## src/rtl/vsl_pkg.sv

```systemverilog
package vsl_pkg;
   typedef logic [1:0] bus_status_t;
   localparam bus_status_t ST_SCREEN_REFRESH = 2'b11;

   function automatic logic is_refresh(input bus_status_t s);
      return s == ST_SCREEN_REFRESH;
   endfunction
endpackage

```

## src/rtl/vsl_refresh_latch.sv

```systemverilog
module vsl_refresh_latch
   import vsl_pkg::*;
(
   input  logic        clk,
   input  logic        rst,
   input  logic        ale,
   input  bus_status_t bst,
   input  logic        term,
   output logic        rf_q
);
   logic rf_d;

   always_comb begin
      rf_d = is_refresh(bst) & (ale | rf_q) & ~term;
   end

   always_ff @(posedge clk) begin
      if (rst) rf_q <= 1'b0;
      else     rf_q <= rf_d;
   end
endmodule

```

## src/rtl/vsl_load_counter.sv

```systemverilog
module vsl_load_counter #(
   parameter int DELAY = 4,
   localparam int CW   = (DELAY < 2) ? 1 : $clog2(DELAY + 1)
) (
   input  logic          clk,
   input  logic          rst,
   input  logic          load,
   input  logic          run,
   output logic [CW-1:0] cnt_q,
   output logic          not_done,
   output logic          term
);
   localparam logic [CW-1:0] LOAD_VAL = CW'(DELAY);
   localparam logic [CW-1:0] ONE      = CW'(1);

   generate
      if (DELAY == 1) begin : g_flag
         always_ff @(posedge clk) begin
            if (rst)       cnt_q <= '0;
            else if (load) cnt_q <= ONE;
            else if (run)  cnt_q <= '0;
         end
      end else begin : g_down
         always_ff @(posedge clk) begin
            if (rst)                        cnt_q <= '0;
            else if (load)                  cnt_q <= LOAD_VAL;
            else if (run && cnt_q != '0)    cnt_q <= cnt_q - ONE;
         end
      end
   endgenerate

   assign not_done = (cnt_q != '0);
   assign term     = run & (cnt_q == ONE);
endmodule

```

## src/rtl/vsl_handshake_out.sv

```systemverilog
module vsl_handshake_out (
   input  logic clk,
   input  logic rst,
   input  logic rf_q,
   input  logic not_done,
   input  logic term,
   output logic load_stb,
   output logic wait_n,
   output logic dt_oe_n
);
   logic pending;

   always_ff @(posedge clk) begin
      if (rst) load_stb <= 1'b0;
      else     load_stb <= term;
   end

   always_comb begin
      pending = rf_q & not_done;
      wait_n  = ~pending;
      dt_oe_n = ~pending;
   end
endmodule

```

## src/rtl/vsl_load_sequencer.sv

```systemverilog
module vsl_load_sequencer
   import vsl_pkg::*;
#(
   parameter int DELAY = 4,
   localparam int CW   = (DELAY < 2) ? 1 : $clog2(DELAY + 1)
) (
   input  logic       clk,
   input  logic       rst,
   input  logic       ale,
   input  logic [1:0] bst,
   input  logic       rfsh_req,
   output logic       load_stb,
   output logic       wait_n,
   output logic       dt_oe_n
);
   generate
      if (DELAY < 1) begin : g_bad_delay
         $error("vsl_load_sequencer: DELAY must be at least 1");
      end
      if (DELAY > 65535) begin : g_big_delay
         $error("vsl_load_sequencer: DELAY exceeds supported range");
      end
   endgenerate

   logic          rf_q;
   logic          term;
   logic          not_done;
   logic [CW-1:0] cnt_q;

   vsl_refresh_latch u_latch (
      .clk  (clk),
      .rst  (rst),
      .ale  (ale),
      .bst  (bst),
      .term (term),
      .rf_q (rf_q)
   );

   vsl_load_counter #(.DELAY(DELAY)) u_count (
      .clk      (clk),
      .rst      (rst),
      .load     (rfsh_req),
      .run      (rf_q),
      .cnt_q    (cnt_q),
      .not_done (not_done),
      .term     (term)
   );

   vsl_handshake_out u_out (
      .clk      (clk),
      .rst      (rst),
      .rf_q     (rf_q),
      .not_done (not_done),
      .term     (term),
      .load_stb (load_stb),
      .wait_n   (wait_n),
      .dt_oe_n  (dt_oe_n)
   );
endmodule

```

## config.mk

```make
export PLATFORM = sky130hd
export DESIGN_NAME = vsl_load_sequencer
export DESIGN_NICKNAME = d
export VERILOG_FILES = /design/src/rtl/vsl_pkg.sv /design/src/rtl/vsl_refresh_latch.sv /design/src/rtl/vsl_load_counter.sv /design/src/rtl/vsl_handshake_out.sv /design/src/rtl/vsl_load_sequencer.sv
export SDC_FILE = /design/constraint.sdc
export NUM_CORES = 1
export LEC_CHECK = 0
export ABC_AREA = 1
export CORE_AREA = 2 2 39 41
export DETAILED_ROUTE_END_ITERATION = 7
export DIE_AREA = 0 0 41 43
export GPL_TIMING_DRIVEN = 0
export HOLD_SLACK_MARGIN = 0.08
export MAX_ROUTING_LAYER = met4
export SETUP_SLACK_MARGIN = 0.05
export SLEW_MARGIN = 20
export SYNTH_ARGS = -nofsm -noshare
export SYNTH_HDL_FRONTEND = slang
export SYNTH_SLANG_ARGS = --single-unit
```

## constraint.sdc

```tcl
create_clock -name clk -period 3.59 [get_ports clk]
set_input_delay 0.8975 -clock clk [delete_from_list [all_inputs] [get_ports clk]]
set_output_delay 0.8975 -clock clk [all_outputs]
set_load 0.01 [all_outputs]
```

==> results by group <==
Power
  – Max VDD drop: between 0.1 and 0.15 mV
  – PD cells: between 300 and 400 mW/mm2
  – P_leak: about 0.17 nW

Timing
  – Final cycle utilization of the critical path: 0.743
  – Clock Skews: 0.00152 ns
  – F_max: 375 MHz
  – Hold Slack: around 0.5 ns
  – Setup violators final: 0
  – RSZ-0062 raised after global routing: no
  – Final setup margin: between 0.9 and 1 ns
  – Final hold vios: 0
  – Setup_tns: 0 ns
  – Min Tclk post-route: 2.67 ns
  – Max Slew Vio Count: 0
  – Slew headroom: 0.896
  – Worst-Margin Slew: between 0.15 and 0.2 ns

Clock tree
  – Hold buffers post-CTS: 0
  – Post-CTS setup buffer count: 0
  – PostCTS Resize Cnt: 0
  – Clock buffer depth: 2
  – CTS tree: done
  – Clock root buffer: clkbuf_4
  – H-tree depth: 1
  – Latest clock arrival within the worst-skew pair: 0.24 ns
  – Cts bufs inserted: 3
  – Clock transition at path regs: 0.04 ns
  – CTS Sinks: 5

Floorplanning
  – Die area: approximately 0.0018 mm2
  – Chip height: ~43 um
  – Core Box Area: about 0.0014 mm2
  – Initial core utilization: 0.205
  – # rows: 14
  – DIE WIDTH: approximately 40 um
  – I/O Pins: 9

Worst setup path
  – FF-to-FF End: u_count.cnt_q[1]
  – Critical path's top delay family: buffers and inverters
  – Worst EP arrival: 1.77 ns
  – Crit Path Max Fanout: 5
  – R2r setup slk: roughly 2.4 ns
  – R2R Path Start: u_count.cnt_q[0]
  – FF-to-FF path depth: 5
  – Largest stage delay, worst path: 0.46 ns
  – Worst Path Buf+Inv: 4
  – Critical Path Source Type: flip-flop
  – Critical-path top delay cell: clkdlybuf4s50_1
  – Most used cell, CP: inv_1
  – Crit end category: output pin
  – CP cell instances: inv_1, ha_1, a21oi_4, inv_1, buf_4, clkdlybuf4s50_1
  – Setup CP Type: reg2out
  – CP required: around 2.7 ns

Route
  – Routed Antenna Nets: 0
  – Pre-antenna DRT Iters: 4
  – # DRC: 0
  – Routed WL: approximately 430 um
  – Starting DRT DRC Count: 4
  – Vias/cell: roughly 3.8
  – DR vias: roughly 250
  – Routed len/inst: around 6.6 um

Layout
  – Commonest non-fill, non-tap cells in the layout: 8 x inv_1, 8 x clkdlybuf4s50_1, 7 x nand2_1, 5 x dfxtp_1, 4 x nor2_1
  – Post-layout util: 0.297
  – Area Overhead vs Synth: 44.5%
  – Final nets: 59
  – Antenna cell count: 0
  – Layout cell share with drive strength beyond 1: 0.143

Logic synthesis
  – Netlist cell types: 13
  – Cell area after synthesis: roughly 280 um2
  – Synth warnings: 0
  – #FFs+latches synth: 5
  – Area share of the largest cell type after synthesis: 0.352
  – Leading post-synthesis cells by cell area: dfxtp_1 35%, ha_1 13%, inv_1 11%, nand2_1 9.3%, a21oi_4 5.7%
  – Post-synthesis sequential area ratio: 0.352
  – Gate Count Post-Synth: 37
  – Synth Net Count: 46
  – Area leader, netlist: dfxtp_1
  – Synth Area per Inst: ~7.7 um2

Global route
  – Initial antenna violation count: 0
  – GR Overflow Total: 0
  – Vias in the first global route: approximately 210
  – First-pass GRT wire length: between 800 and 900 um
  – Pin count of the biggest net entering global routing: 6
  – GRT Resource Usage Total: 0.0773

Min path
  – Min-Delay Startpoint: u_count.cnt_q[0]
  – Worst Hold Depth: 2
  – Worst Hold Path EP: u_count.cnt_q[0]
  – Hold Path Class: reg2reg

Placed design
  – DP HPWL: 369 um
  – IO Port Bufs: 8
  – Placement Setup Slack: approximately 1.2 ns
  – Placer Congestion: roughly 0.69

Run
  – # Max-Cap Violations: 0

Status
  – Status: finished clean
[synthesized netlist by cell type]
| master | number |
|---|---|
| a21oi_1 | 1 |
| a21oi_4 | 1 |
| buf_4 | 1 |
| dfxtp_1 | 5 |
| ha_1 | 3 |
| inv_1 | 8 |
| inv_2 | 1 |
| nand2_1 | 7 |
| nand3_1 | 3 |
| nor2_1 | 4 |
| nor3b_1 | 1 |
| nor3b_2 | 1 |
| o211ai_1 | 1 |
[flip-flops by register name, summed over array words and instances (netlist names)]
register / count
u_out.load_stb: 1
u_latch.rf_q: 1
u_count.cnt_q: 3
[area by class of cell]
cell class	instances	area (um2)
sequential	5	100
multi-input combinational	22	143
tap	16	20.0
buffer	1	7.51
timing repair buffer	8	80.1
inverter	9	33.8
fill	148	973
clock buffer	4	26.3
[worst min-delay path, delay by kind of cell (launching register included)]
kind / cells / cell delay, ns
flip-flops: 1 / 0.32
AND/OR/NAND/NOR: 1 / 0.07
AO/OA/AOI/OAI: 1 / 0.05
[layer usage]
metal  part of all wire  track usage  up-vias
met5                  0            -        -
met4                  0       0.0800        0
met3              0.063       0.0471        0
met2               0.46       0.0875        6
met1               0.47       0.0841      105
li1                   -            -      136
[worst max-delay path by stage]
stage | startpoint | end | cells past startpoint
after global routing | u_count.cnt_q[0] | wait_n | 6
final | u_count.cnt_q[0] | wait_n | 6
after global placement | u_count.cnt_q[0] | wait_n | 6
after CTS | u_count.cnt_q[0] | wait_n | 6
after detailed placement | u_count.cnt_q[0] | wait_n | 6
after floorplan | u_count.cnt_q[0] | wait_n | 5
[through the flow]
| step | instances | power (mW) | instance area [um2] |
|---|---|---|---|
| finish | 65 | 0.135 | 410 |
| detailed placement | 61 | 0.0727 | 384 |
| CTS | 65 | 0.139 | 410 |
| global placement | 61 | 0.0727 | 384 |
| floorplan | 37 | 0.0655 | 284 |
| global route | 65 | 0.147 | 410 |
[logic make-up after synthesis]
logic type      after synthesis  share of synthesized area
simple gates                 16                      0.269
buf+inv                      10                      0.145
fa+ha+maj                     3                      0.132
compound gates                3                      0.101
flops                         5                      0.352
[where the power goes]
| part | total (mW) | internal, mW | switching (mW) |
|---|---|---|---|
| sequential | 0.0582 | 0.0570 | 0.00120 |
| combinational | 0.0134 | 0.00789 | 0.00549 |
| clock | 0.0637 | 0.0419 | 0.0218 |
| total | 0.135 | 0.107 | 0.0285 |
Power figures use the tool's default switching activity.
